--- src/rtl/updn_pkg.sv ---
package updn_pkg;
  typedef enum logic [2:0] {
    ACT_HOLD  = 3'd0,
    ACT_INC   = 3'd1,
    ACT_DEC   = 3'd2,
    ACT_LOAD  = 3'd3,
    ACT_CLEAR = 3'd4
  } count_act_e;
endpackage

--- src/rtl/updn_edge_sense.sv ---
module updn_edge_sense #(
  parameter int NCH = 2
) (
  input  logic           clk,
  input  logic           rst,
  input  logic [NCH-1:0] lvl,
  output logic [NCH-1:0] prev,
  output logic [NCH-1:0] rise
);
  for (genvar g = 0; g < NCH; g++) begin : g_ch
    always_ff @(posedge clk) begin
      if (rst) prev[g] <= 1'b1;
      else     prev[g] <= lvl[g];
    end
    assign rise[g] = lvl[g] & ~prev[g];
  end
endmodule

--- src/rtl/updn_count_core.sv ---
module updn_count_core
  import updn_pkg::*;
#(
  parameter int WIDTH = 4
) (
  input  logic             clk,
  input  logic             rst,
  input  logic             clr,
  input  logic             load_n,
  input  logic             up_rise,
  input  logic             dn_rise,
  input  logic [WIDTH-1:0] din,
  output logic [WIDTH-1:0] q
);
  localparam logic [WIDTH-1:0] ONE = WIDTH'(1);

  count_act_e act;

  always_comb begin
    if (clr)                   act = ACT_CLEAR;
    else if (!load_n)          act = ACT_LOAD;
    else if (up_rise && !dn_rise) act = ACT_INC;
    else if (dn_rise && !up_rise) act = ACT_DEC;
    else                       act = ACT_HOLD;
  end

  always_ff @(posedge clk) begin
    if (rst) q <= '0;
    else begin
      unique case (act)
        ACT_CLEAR: q <= '0;
        ACT_LOAD:  q <= din;
        ACT_INC:   q <= q + ONE;
        ACT_DEC:   q <= q - ONE;
        default:   q <= q;
      endcase
    end
  end
endmodule

--- src/rtl/updn_flags.sv ---
module updn_flags #(
  parameter int WIDTH = 4
) (
  input  logic [WIDTH-1:0] q,
  input  logic             up_prev,
  input  logic             dn_prev,
  output logic             carry_n,
  output logic             borrow_n
);
  localparam logic [WIDTH-1:0] TOP = {WIDTH{1'b1}};

  assign carry_n  = ~(~up_prev & (q == TOP));
  assign borrow_n = ~(~dn_prev & (q == '0));
endmodule

--- src/rtl/updn_pulse_counter.sv ---
module updn_pulse_counter #(
  parameter int WIDTH = 4
) (
  input  logic             clk,
  input  logic             rst,
  input  logic             up_pulse,
  input  logic             dn_pulse,
  input  logic             clr,
  input  logic             load_n,
  input  logic [WIDTH-1:0] din,
  output logic [WIDTH-1:0] q,
  output logic             carry_n,
  output logic             borrow_n
);
  localparam int NCH = 2;
  localparam int UP  = 0;
  localparam int DN  = 1;

  logic [NCH-1:0] prev, rise;

  updn_edge_sense #(.NCH(NCH)) u_edge (
    .clk  (clk),
    .rst  (rst),
    .lvl  ({dn_pulse, up_pulse}),
    .prev (prev),
    .rise (rise)
  );

  updn_count_core #(.WIDTH(WIDTH)) u_core (
    .clk     (clk),
    .rst     (rst),
    .clr     (clr),
    .load_n  (load_n),
    .up_rise (rise[UP]),
    .dn_rise (rise[DN]),
    .din     (din),
    .q       (q)
  );

  updn_flags #(.WIDTH(WIDTH)) u_flags (
    .q        (q),
    .up_prev  (prev[UP]),
    .dn_prev  (prev[DN]),
    .carry_n  (carry_n),
    .borrow_n (borrow_n)
  );
endmodule

--- config.mk ---
export PLATFORM = sky130hd
export DESIGN_NAME = updn_pulse_counter
export DESIGN_NICKNAME = d
export VERILOG_FILES = /design/src/rtl/updn_pkg.sv /design/src/rtl/updn_edge_sense.sv /design/src/rtl/updn_count_core.sv /design/src/rtl/updn_flags.sv /design/src/rtl/updn_pulse_counter.sv
export SDC_FILE = /design/constraint.sdc
export NUM_CORES = 1
export LEC_CHECK = 0
export ABC_AREA = 1
export BUFFER_PORTS_ARGS = -buffer_cell sky130_fd_sc_hd__buf_2
export CORE_AREA = 5 5 42 44
export CTS_CLUSTER_DIAMETER = 40
export CTS_CLUSTER_SIZE = 16
export DETAILED_ROUTE_END_ITERATION = 6
export DIE_AREA = 0 0 47 49
export GPL_ROUTABILITY_DRIVEN = 0
export PLACE_DENSITY = 0.61
export SLEW_MARGIN = 10
export SYNTH_ARGS = -nofsm -noshare
export SYNTH_HDL_FRONTEND = slang
export SYNTH_SLANG_ARGS = --single-unit
--- constraint.sdc ---
create_clock -name clk -period 3.98 [get_ports clk]
set_input_delay 0.796 -clock clk [delete_from_list [all_inputs] [get_ports clk]]
set_output_delay 0.796 -clock clk [all_outputs]
set_load 0.05 [all_outputs]
==> results.txt, run 1 <==
The flow ran to the end, and the final reports show no timing, DRC or antenna violations. CTS built an H-tree with a depth of 1. The number of buffers on the longest clock path came out at 2. The via count of the first global-routing pass came out at 373.

The region available for standard cell placement spans approximately 1400 um^2. The initial detailed-routing violation count is 5. The number of buffers created by CTS is 3. The die boundary height is 49 um. The total via count after detailed routing came out at between 400 and 500. The post-layout minimum cycle time is between 1.5 and 2 ns. The post-detailed-route DRC marker count came out at 0. The flip-flop and latch count after synthesis came out at 6. The worst hold path terminates at u_core.q[2]. The endpoint arrival time on the critical path is roughly 1.2 ns. The count of hold-fix buffers inserted at cts is 0. By area the synthesized netlist is led by sky130_fd_sc_hd__dfxtp_1 28%, sky130_fd_sc_hd__nand2_1 15%, sky130_fd_sc_hd__inv_1 7.0%. The placement row count is 14. The total of cells resized after clock tree synthesis is 0. The leakage power of the design came out at 0.306 nW. The largest net degree at the start of global routing is 7. The critical path starts at u_core.q[0]. STA classifies the critical path endpoint as an output port. The count of pins on the block boundary came out at 16. The family with the most delay on the worst path is flip-flops. The worst setup path is launched from a flop. The count of cells along the worst hold path is 2. The HPWL reported at the end of detailed placement came out at 788 um. The effective utilization at floorplan came out at a little over 30%.

The summed instance area of the synthesized netlist is 432 um^2. Traced cell by cell, the critical path runs through inv_1, nor2_1, nand4_1, buf_2. For this run, the total global-route usage over all layers was measured as 10.2%. The number of max-cap violations is 0. For this run, the top clock speed supported by timing is 511 MHz.

The count of different cell masters after synthesis is 19. The width of the die came out at roughly 47 um. The number of antenna diodes came out at 0. Data on the critical path is required at its endpoint by about 3.2 ns. Setup violations remaining at the end of the flow were counted as 0. The final layout contains routed wiring with a total length of about 930 um. The final number of hold-violating endpoints came out at 0. The synthesized design devotes to its leading area cell type 27.8% of total area.

The number of nets with antenna violations after detailed routing came out at 0. The detailed-route vias per instance came out at roughly 4.4. The depth of the worst register-to-register path came out at 14.

The total power divided by cell area came out at around 290 nW/um^2. The total count of max-transition violations in the final report was 0. The signed area change from the synthesized netlist to the final layout came out at 27.2%.

The clock edge transition at the registers on the reported setup and hold paths came out at 0.04 ns. The total iterations of the first detailed-routing run is 2. The total number of nets in the final design came out at 97. The die covers between 2000 and 2500 um^2.

The maximum net fanout on the critical path came out at 5. The number of cells produced by synthesis came out at 64. The worst slew margin relative to its limit is about four fifths.

The remaining global-route overflow came out at 0. The worst register-to-register path ends at u_core.q[3]. Setup repair after global routing left no endpoint under its margin. The average cell area after synthesis came out at 6.74 um^2. The later-pin clock latency in the skew report is 0.25 ns. The count of input and output buffers is 15.

The tightest min-delay check is of the reg2reg type. The tree is rooted in a sky130_fd_sc_hd__clkbuf_4. The number of antenna violations at the first check in global routing is 0. The clock arrives with 0.00598 ns of skew.

The post-place instance area came out at 527 um^2. The first-pass GRT wire length is about 1700 um. sky130_fd_sc_hd__dfxtp_1 takes more of the synthesized area than any other cell. The post-CTS setup repair buffer count is 0. The period utilization came out at 49.2%. At the end of the flow the core is filled with cells to 39.2%. The number of clock sinks seen by CTS is 6. The sequential fraction of the synthesis area is 27.8%.

The peak supply drop came out at 133 uV. Summed over all failing endpoints, the final setup total negative slack is 0 ns. The pin slew with the least headroom to its limit is slightly below 0.3 ns. The commonest non-fill, non-tap cell in the layout is sky130_fd_sc_hd__nand2_1. The top cell types in the final layout, fill and taps aside, are 17 x sky130_fd_sc_hd__nand2_1, 15 x sky130_fd_sc_hd__buf_2, 8 x sky130_fd_sc_hd__inv_1.

The tightest hold path in the finished design has a slack of 0.525 ns. Once layout is done, the placed cells without fillers occupy approximately 550 um^2. The critical path's largest stage delay is between 0.4 and 0.5 ns.

By startpoint and endpoint, the worst setup path is classified as reg2out. The number of gates on the worst path with buffers counted came out at 4. After detailed routing, the average wire length per cell comes to about 9.5 um.

The critical path contains buffers and inverters numbering 2 combined. Cells with a size suffix above 1 make up approximately a third of the layout. The worst register-to-register path begins at u_edge.prev[1]. For flop-to-flop paths, the worst setup slack is 2.35 ns. The total nets after synthesis came out at 77.

The startpoint identified for the worst hold timing path is u_core.q[2]. TritonCTS built the clock tree. The synthesis warning total came out at 0. The slowest stage of the critical path is the sky130_fd_sc_hd__dfxtp_1 cell.
-- state kept, by name, summed over array words and instances (netlist names) --
register     count
u_edge.prev      2
u_core.q         4
-- cells in the mapped netlist --
master                      n
sky130_fd_sc_hd__nand3_1    4
sky130_fd_sc_hd__nor2_4     1
sky130_fd_sc_hd__a21boi_1   3
sky130_fd_sc_hd__nand2_1   17
sky130_fd_sc_hd__dfxtp_1    6
sky130_fd_sc_hd__nor2_1     5
sky130_fd_sc_hd__inv_1      8
sky130_fd_sc_hd__ha_1       2
sky130_fd_sc_hd__or2_2      1
sky130_fd_sc_hd__nand3_2    2
sky130_fd_sc_hd__nor3_1     1
sky130_fd_sc_hd__nor2_2     1
sky130_fd_sc_hd__nand4_1    2
sky130_fd_sc_hd__xor2_1     1
sky130_fd_sc_hd__nand2_2    1
sky130_fd_sc_hd__inv_2      4
sky130_fd_sc_hd__a21oi_1    3
sky130_fd_sc_hd__o21ai_0    1
sky130_fd_sc_hd__fa_1       1
-- tightest hold or removal path: cells and delay by family, from the launching register on --
family / cells / cell delay, ns
flops: 1 / 0.34
simple gates: 1 / 0.08
compound gates: 1 / 0.05
-- metal layers --
layer,GRT usage [%],vias to the layer above,part of all wire (%),wire (um)
met5,0,-,0,0
met4,6.91,0,1.1,10
met3,3.32,2,6.2,58
met2,12.0,10,45,421
met1,14.8,184,47,439
li1,-,237,-,-
-- report_power, final --
| group | switching [mW] | internal, mW | total [mW] |
|---|---|---|---|
| clock network | 0.0218 | 0.0341 | 0.0559 |
| registers | 0.00351 | 0.0633 | 0.0668 |
| logic | 0.0221 | 0.0118 | 0.0339 |
-- cells by family (layout without fill, tap and decap cells) --
kind of cell | count (synthesis) | after routing | share of synthesized area (%)
adder cells (fa/ha/maj) | 3 | 3 | 10.4
buffers and inverters | 12 | 30 | 10.4
AO/OA/AOI/OAI | 7 | 7 | 9.85
XOR/XNOR | 1 | 1 | 2.03
AND/OR/NAND/NOR | 35 | 35 | 39.4
flip-flops | 6 | 6 | 27.8
-- final cells by class --
type,count,area [um^2]
multi-input combinational,46,267
inverter,12,45.0
clock buffer,3,22.5
sequential,6,120
fill,158,852
tap,16,20.0
timing repair buffer,15,75.1
-- per-stage QoR --
stage / power (mW) / cells / setup WS (ns)
floorplan: 0.0908 / 64 / 1.78
global placement: 0.102 / 95 / 1.81
detailed placement: 0.102 / 95 / 1.80
CTS: 0.161 / 98 / 2.00
global route: 0.168 / 98 / 1.89
finish: 0.157 / 98 / 2.02
-- worst max-delay path by stage --
stage / slack, ns / to
after floorplan: 1.78 / carry_n
after global placement: 1.81 / u_core.q[3]
after detailed placement: 1.80 / u_core.q[3]
after CTS: 2.00 / carry_n
after global routing: 1.89 / carry_n
final: 2.02 / carry_n
Power figures use the tool's default switching activity.
==> inputs of run 2 (changes only) <==
--- a/config.mk
+++ b/config.mk
@@ -5,7 +5,7 @@
 export SDC_FILE = /design/constraint.sdc
 export NUM_CORES = 1
 export LEC_CHECK = 0
-export ABC_AREA = 1
+export ABC_AREA = 0
 export BUFFER_PORTS_ARGS = -buffer_cell sky130_fd_sc_hd__buf_2
 export CORE_AREA = 5 5 42 44
 export CTS_CLUSTER_DIAMETER = 40
@@ -13,7 +13,7 @@
 export DETAILED_ROUTE_END_ITERATION = 6
 export DIE_AREA = 0 0 47 49
 export GPL_ROUTABILITY_DRIVEN = 0
-export PLACE_DENSITY = 0.61
+export PLACE_DENSITY = 0.63
 export SLEW_MARGIN = 10
 export SYNTH_ARGS = -nofsm -noshare
 export SYNTH_HDL_FRONTEND = slang
==> constraint.sdc (replaced) <==
create_clock -name clk -period 1.9 [get_ports clk]
set_input_delay 0.38 -clock clk [delete_from_list [all_inputs] [get_ports clk]]
set_output_delay 0.38 -clock clk [all_outputs]
set_load 0.05 [all_outputs]
==> results.txt, run 2 <==
The total count of max-transition violations in the final report came out at 0 (unchanged). Sorting the synthesized cells by how often they occur yields 6 x sky130_fd_sc_hd__dfxtp_1, 3 x sky130_fd_sc_hd__mux2i_1, 3 x sky130_fd_sc_hd__nand2_1. The worst slew margin relative to its limit is 82.4% (+2.1 points). The placement row count came out at 14 (unchanged). The overall power after layout was 0.362 mW (+130%). The part of the power in the clock network came to 32.0% (-3.7 points). The later-pin clock latency in the skew report came out at 0.24 ns (about the same). The worst slack after detailed placement came out at -0.203 ns (-2.00 ns). The post-layout minimum cycle time is between 1.5 and 2 ns. The die area is 2300 um^2 (unchanged).

The count of hold-fix buffers inserted at cts came out at 0 (unchanged). The part of the power in combinational logic came out at 29.1% (+7.4 points). The final number of setup-violating endpoints came to 0 (unchanged). More flip-flops sit in one register than any other, and that register is u_core.q. The library cell used most frequently in the layout, excluding fill and tap cells, is sky130_fd_sc_hd__buf_2. The tightest hold margin came to 0.336 ns (-0.188 ns). The total power divided by cell area is 570 nW/um^2 (+100%). The final critical-path setup slack came out at 0.0194 ns (-2.00 ns). The depth of the worst register-to-register path is 8 (-6). The internal cell power came out at 0.253 mW (+130%). The count of pins on the block boundary came to 16 (unchanged). The largest registers in the layout are u_core.q (4), u_edge.prev (2).

The data required time of the worst path was 2.03 ns (-1.15 ns). The end of the worst register-to-register path is u_core.q[3]. The number of max-cap violations is 0 (unchanged). The H-tree depth came out at 1 (unchanged).

The count of different cell masters after synthesis is 31 (+12). The leakage power of the design came out at 0.318 nW (+4.1%). TritonCTS built the clock tree.

The synthesized design spends more area on one cell type than any other, namely sky130_fd_sc_hd__dfxtp_1. For this run, the top clock speed supported by timing is 532 MHz. The number of buffers on the longest clock path came out at 2 (unchanged). The via count of the first global-routing pass is 454 (+22%). The number of buffers created by CTS came to 3 (unchanged). In the post-synthesis netlist, the cell with the most instances is sky130_fd_sc_hd__dfxtp_1.

The number of flops mapped to enable cells by yosys came to 0 (unchanged). The number of cells produced by synthesis came out at 44 (-31%). The total via count after detailed routing came to 421 (-2.8%). For hold timing, the worst endpoint is u_edge.prev[1]. The total placed cells including tap cells is 83 (-13%). Setup repair after global routing could not meet its margin everywhere. The multi-input gate area in the final layout came out at 329 um^2 (+23%). The total nets after synthesis is 57 (-26%). The net switching fraction of the power is 30.3% (+0.057 points). The largest net degree at the start of global routing is 10 (+3).

The endpoint arrival time on the critical path came out at 2.01 ns (+0.85 ns). The post-place instance area is 603 um^2 (+14%). The peak supply drop came out at 330 uV (+150%). The initial detailed-routing violation count came out at 7 (+2). The post-detailed-route DRC marker count came out at 0 (unchanged).

The number of clock sinks seen by CTS came out at 6 (unchanged). The overall track demand over capacity in global routing is 11.4% (+1.3 points). The flip-flop count of the largest register after layout came to 4 (unchanged). The most frequently used flop master after synthesis is sky130_fd_sc_hd__dfxtp_1. The total iterations of the first detailed-routing run was 4 (+2). The maximum net fanout on the critical path is 3 (-2). The layout filler cell count is 143 (-9.5%). The synthesis warning total is 0 (unchanged). The pin slew with the least headroom to its limit came out at 0.263 ns (-0.0304 ns). The number of antenna violations at the first check in global routing came to 0 (unchanged). The min-delay analysis places its worst path in the category in2reg. The routed wire length was 1080 um (+16%). The fraction of synthesized cell area taken by the top area cell type came to 26.8% (-1.0 points). The worst setup path is launched from a flop. The final total negative setup slack was 0 ns (unchanged). The flip-flop and latch count after synthesis is 6 (unchanged). The net load switching power was 0.110 mW (+130%). In the layout the commonest cells are 15 x sky130_fd_sc_hd__buf_2, 9 x sky130_fd_sc_hd__buf_4, 5 x sky130_fd_sc_hd__dfxtp_1.

The flip-flop and latch area came out at 121 um^2 (+1.0%). The cell at the root of the clock tree is sky130_fd_sc_hd__clkbuf_4. The total number of nets in the final design came to 85 (-12%).

The final core utilization came out at 45.4% (+6.2 points). By area the synthesized netlist is led by sky130_fd_sc_hd__dfxtp_1 27%, sky130_fd_sc_hd__mux2i_1 6.7%, sky130_fd_sc_hd__xnor2_4 6.1%. The die boundary height came to 49 um (unchanged). In this run the most critical hold path is launched from dn_pulse. The number of nets with antenna violations after detailed routing is 0 (unchanged). The average cell area after synthesis came to 10.2 um^2 (+51%). The final number of hold-violating endpoints is 0 (unchanged). The number of antenna diodes came out at 0 (unchanged).

The period utilization is between 90% and 100%. The path type of the worst setup path is reg2reg. The first-pass GRT wire length came out at 1930 um (+15%). The sequential fraction of the synthesis area is 26.8% (-1.0 points). The detailed-route vias per instance is 4.90 (+11%).

The remaining global-route overflow is 0 (unchanged). The slack of the worst reg-to-reg path is 0.02 ns (-2.33 ns). The clock edge transition at the registers on the reported setup and hold paths is 0.04 ns (about the same). The proportion of register bits with asynchronous set or reset after synthesis came out at 0% (unchanged).

The effective utilization at floorplan came to 32.0% (+1.2 points). The signed area change from the synthesized netlist to the final layout came out at 41.9%. The width of the die came out at 47 um (unchanged).

The worst setup skew after layout is 0.00190 ns (-0.00408 ns). The final instance area is 636 um^2 (+16%). The total core area was 1400 um^2 (unchanged).

The count of cells along the worst hold path is 2 (unchanged). The count of non-filler cells in the finished layout came to 86 (-12%). The count of input and output buffers came out at 15 (unchanged). The startpoint identified for the worst register-to-register timing path is u_edge.prev[1]. The detailed-route wire length per cell was 12.6 um (+32%). The summed instance area of the synthesized netlist came out at 448 um^2 (+3.8%). The worst setup path is captured at a flop. The post-CTS setup repair buffer count came out at 0 (unchanged). The HPWL reported at the end of detailed placement was 872 um (+11%).

The flow ran to the end, and the final reports show no timing, DRC or antenna violations. The share of power burned in registers came to 38.9% (-3.8 points). The layout cell share with drive strength beyond 1 came out at 52.9% (+19 points).
run 2: cell families (layout without fill, tap and decap cells):
| logic type | after synthesis | count (layout) | share of synthesized area (%) |
|---|---|---|---|
| fa+ha+maj | 3 | 3 | 10.1 |
| mux | 4 | 4 | 9.22 |
| compound gates | 9 | 9 | 15.6 |
| simple gates | 18 | 18 | 26.5 |
| buf+inv | 1 | 27 | 1.68 |
| xor+xnor | 3 | 3 | 10.1 |
| flops | 6 | 6 | 26.8 |
run 2: power groups by stage:
stage / sequential, mW / combinational (mW) / clock [mW]
2_1_floorplan: 0.158 / 0.0492 / 0
5_1_grt: 0.142 / 0.115 / 0.128
4_1_cts: 0.141 / 0.105 / 0.123
3_5_place_dp: 0.143 / 0.103 / 0
3_3_place_gp: 0.143 / 0.102 / 0
6_report: 0.141 / 0.105 / 0.116
run 2: what timing repair did:
action | in CTS | in global routing
setup endpoints to repair | 2 | 2
gates resized for setup | 1 | 2
pin swaps | 4 | 3
run 2: layout make-up:
cell class | instances | area share [%]
Clock buffer | 3 | 3.54
Multi-Input combinational cell | 37 | 51.8
Sequential cell | 6 | 19.1
Tap cell | 16 | 3.15
Timing Repair Buffer | 24 | 22.4
run 2: metal layers:
layer / up-vias / routed length (um) / track usage [%]
li1: 216 / - / -
met5: - / 0 / 0
met4: 0 / 21 / 6.91
met3: 2 / 49 / 2.21
met2: 9 / 544 / 17.6
met1: 194 / 465 / 14.0
run 2: worst max-delay path by stage:
stage                             end            from  depth (start not counted)
after global placement    u_core.q[3]        dn_pulse                          9
after detailed placement  u_core.q[1]        dn_pulse                          7
after floorplan           u_core.q[3]        dn_pulse                          8
after global routing      u_core.q[3]  u_edge.prev[1]                          8
final                     u_core.q[3]  u_edge.prev[1]                          8
after CTS                 u_core.q[3]  u_edge.prev[1]                          8
run 2: critical path, stage by stage, from the launching register on:
cell                      delay (ns)
sky130_fd_sc_hd__dfxtp_2        0.33
sky130_fd_sc_hd__nor2b_4        0.11
sky130_fd_sc_hd__and4b_1        0.24
sky130_fd_sc_hd__ha_1           0.24
sky130_fd_sc_hd__a21o_1         0.18
sky130_fd_sc_hd__a21oi_2        0.17
sky130_fd_sc_hd__mux2_2         0.35
sky130_fd_sc_hd__nand2_1        0.09
sky130_fd_sc_hd__a21oi_2        0.05
==> inputs of run 3 (changes only) <==
--- a/config.mk
+++ b/config.mk
@@ -14,7 +14,6 @@
 export DIE_AREA = 0 0 47 49
 export GPL_ROUTABILITY_DRIVEN = 0
 export PLACE_DENSITY = 0.63
-export SLEW_MARGIN = 10
 export SYNTH_ARGS = -nofsm -noshare
 export SYNTH_HDL_FRONTEND = slang
 export SYNTH_SLANG_ARGS = --single-unit
==> constraint.sdc (replaced) <==
create_clock -name clk -period 1.9 [get_ports clk]
set_input_delay 0.57 -clock clk [delete_from_list [all_inputs] [get_ports clk]]
set_output_delay 0.57 -clock clk [all_outputs]
set_load 0.05 [all_outputs]
==> results.txt, run 3 (synthesis results as in run 2) <==
The maximum clock rate is 514 MHz (-3.4%). The overall power after layout was 0.357 mW (-1.5%). The peak supply drop came out at 292 uV (-12%). The number of buffers on the longest clock path came to 2 (unchanged). Among all stages on the critical path, the largest delay is contributed by sky130_fd_sc_hd__or3_1. In this run the worst setup path terminates at u_core.q[3].

In the layout the commonest cells are 14 x sky130_fd_sc_hd__buf_2, 9 x sky130_fd_sc_hd__buf_4, 6 x sky130_fd_sc_hd__dfxtp_1. The signal on the critical path passes through buf_6, nor2b_4, and4b_1, ha_1, a21o_1, a21oi_2, mux2i_1, or3_1, a21oi_2. The count of pins on the block boundary came out at 16 (unchanged). The first-pass GRT wire length is 1810 um (-5.8%). The initial detailed-routing violation count came to 4 (-3). The via count of the first global-routing pass is 409 (-9.9%). The placement row count was 14 (unchanged). The number of antenna violations at the first check in global routing is 0 (unchanged). In this run the worst hold path is classified as in2reg. The count of input and output buffers is 15 (unchanged).

The critical path is of the in2reg type. The largest net degree at the start of global routing came out at 10 (unchanged). The most common cell type on the critical path is sky130_fd_sc_hd__a21oi_2.

The leakage power of the design is 0.319 nW (+0.19%). The clock edge transition at the registers on the reported setup and hold paths came out at 0.04 ns (about the same). In this run the critical register-to-register path is launched from u_edge.prev[0]. The final critical-path setup slack came out at -0.0472 ns (-0.0666 ns).

The pin slew with the least headroom to its limit is 0.272 ns (+0.00928 ns). The register with the most flip-flops is u_core.q. The slack of the worst reg-to-reg path came to 0.02 ns (about the same).

The later-pin clock latency in the skew report came out at 0.24 ns (about the same). The period utilization was 102% (+3.5 points). The post-detailed-route DRC marker count is 0 (unchanged). The overall track demand over capacity in global routing is 10.8% (-0.63 points). The critical path's largest stage delay came out at 0.32 ns (-0.03 ns).

The total iterations of the first detailed-routing run came out at 3 (-1). The clock tree from TritonCTS is built. Setup repair after global routing could not meet its margin everywhere. The routed wire length is 1060 um (-1.7%).

The number of nets with antenna violations after detailed routing came to 0 (unchanged). The total via count after detailed routing was 410 (-2.6%). The total number of nets in the final design came out at 85 (unchanged). The final reports fail on setup timing. The number of max-cap violations is 0 (unchanged).

The endpoint arrival time on the critical path is 2.12 ns (+0.11 ns). The HPWL reported at the end of detailed placement came out at 800 um (-8.3%). The worst setup path is captured at a flop. The depth of the worst register-to-register path is 8 (unchanged). The die boundary height is 49 um (unchanged). The commonest non-fill, non-tap cell in the layout is sky130_fd_sc_hd__buf_2.

The total power divided by cell area is 547 nW/um^2 (-4.1%). The flow ran to the end, but the final reports show violations. The layout cell share with drive strength beyond 1 is 52.9% (unchanged). The flip-flop count of the largest register after layout came to 4 (unchanged). The effective utilization at floorplan is 32.0% (unchanged). The detailed-route vias per instance is 4.77 (-2.6%). The total count of max-transition violations in the final report came out at 0 (unchanged). The worst register-to-register path ends at u_core.q[3]. The post-layout minimum cycle time was 1.95 ns (+0.0666 ns). The signed area change from the synthesized netlist to the final layout came out at 45.8%.

The final number of setup-violating endpoints came out at 1 (+1). The largest registers in the layout are u_core.q (4), u_edge.prev (2). The worst slew margin relative to its limit was 81.8% (-0.62 points). The width of the die is 47 um (unchanged). The number of buffers created by CTS came out at 3 (unchanged). The die area came out at 2300 um^2 (unchanged). The worst setup skew after layout came out at 0.00372 ns (+0.00182 ns). The count of hold-fix buffers inserted at cts came to 0 (unchanged).

In this run the worst setup path begins at dn_pulse. The layout filler cell count came out at 136 (-4.9%). The data required time of the worst path came out at 2.07 ns (+0.04 ns).

The worst slack after detailed placement came to -0.367 ns (-0.164 ns). The detailed-route wire length per cell is 12.4 um (-1.7%). The number of antenna diodes came out at 0 (unchanged). In this run the clock root is driven by a sky130_fd_sc_hd__clkbuf_4. The H-tree depth came to 1 (unchanged). The maximum net fanout on the critical path came out at 3 (unchanged). The final number of hold-violating endpoints is 0 (unchanged). The worst setup path is launched from a primary input. The total core area is 1400 um^2 (unchanged). The number of clock sinks seen by CTS was 6 (unchanged).

The remaining global-route overflow is 0 (unchanged).
[run 3: worst min path at each step]
| stage | startpoint | to | slack, ns | cells past startpoint |
|---|---|---|---|---|
| detailed placement | u_core.q[3] | u_core.q[3] | 0.51 | 2 |
| finish | dn_pulse | u_edge.prev[1] | 0.51 | 2 |
| floorplan | rst | u_core.q[3] | 0.64 | 1 |
| global placement | u_core.q[3] | u_core.q[3] | 0.50 | 2 |
| CTS | dn_pulse | u_edge.prev[1] | 0.50 | 2 |
| global route | dn_pulse | u_edge.prev[1] | 0.50 | 2 |
[run 3: area by class of cell]
class	instances	area (um^2)	area share [%]
clock buffers	3	22.5	3.45
multi-input cells	37	342	52.3
flip-flops and latches	6	120	18.4
well taps	16	20.0	3.07
repair buffers	24	149	22.8
[run 3: layer usage]
metal  vias up  share of wire (%)  track usage, %
met5         -                  0               0
met3         4                5.3            1.85
met4         0                2.9            8.29
met1       181                 45            14.9
met2        11                 47            14.3
li1        214                  -               -
[run 3: repair_timing]
action                                  4_1_cts  5_1_grt
gates resized for setup                       1        3
setup buffers                                 2        0
endpoints found under the setup margin        2        3
pin swaps                                     5        1
[run 3: critical path, delay by kind of cell]
kind	cells	cell delay, ns
AND/OR/NAND/NOR	3	0.70
AO/OA/AOI/OAI	3	0.45
adder cells (fa/ha/maj)	1	0.24
multiplexers	1	0.08
buffers and inverters	1	0.07
[run 3: through the flow]
stage | hold slack, ns | TNS, ns | cell area, um^2 | cells | util (%)
final | 0.512 | -0.0472 | 653 | 86 | 46.6
after detailed placement | 0.508 | -0.868 | 588 | 81 | 42.0
after global routing | 0.501 | -0.185 | 653 | 86 | 46.6
after floorplan | 0.639 | -0.288 | 448 | 44 | -
after CTS | 0.504 | -0.0314 | 632 | 86 | 45.1
after global placement | 0.504 | -0.906 | 588 | 81 | 42.0
[run 3: power by group]
group | internal (mW) | total [mW] | switching, mW | leakage [nW]
registers | 0.133 | 0.143 | 0.00953 | 0.0495
logic | 0.0484 | 0.104 | 0.0557 | 0.255
clock network | 0.0710 | 0.110 | 0.0392 | 0.0138
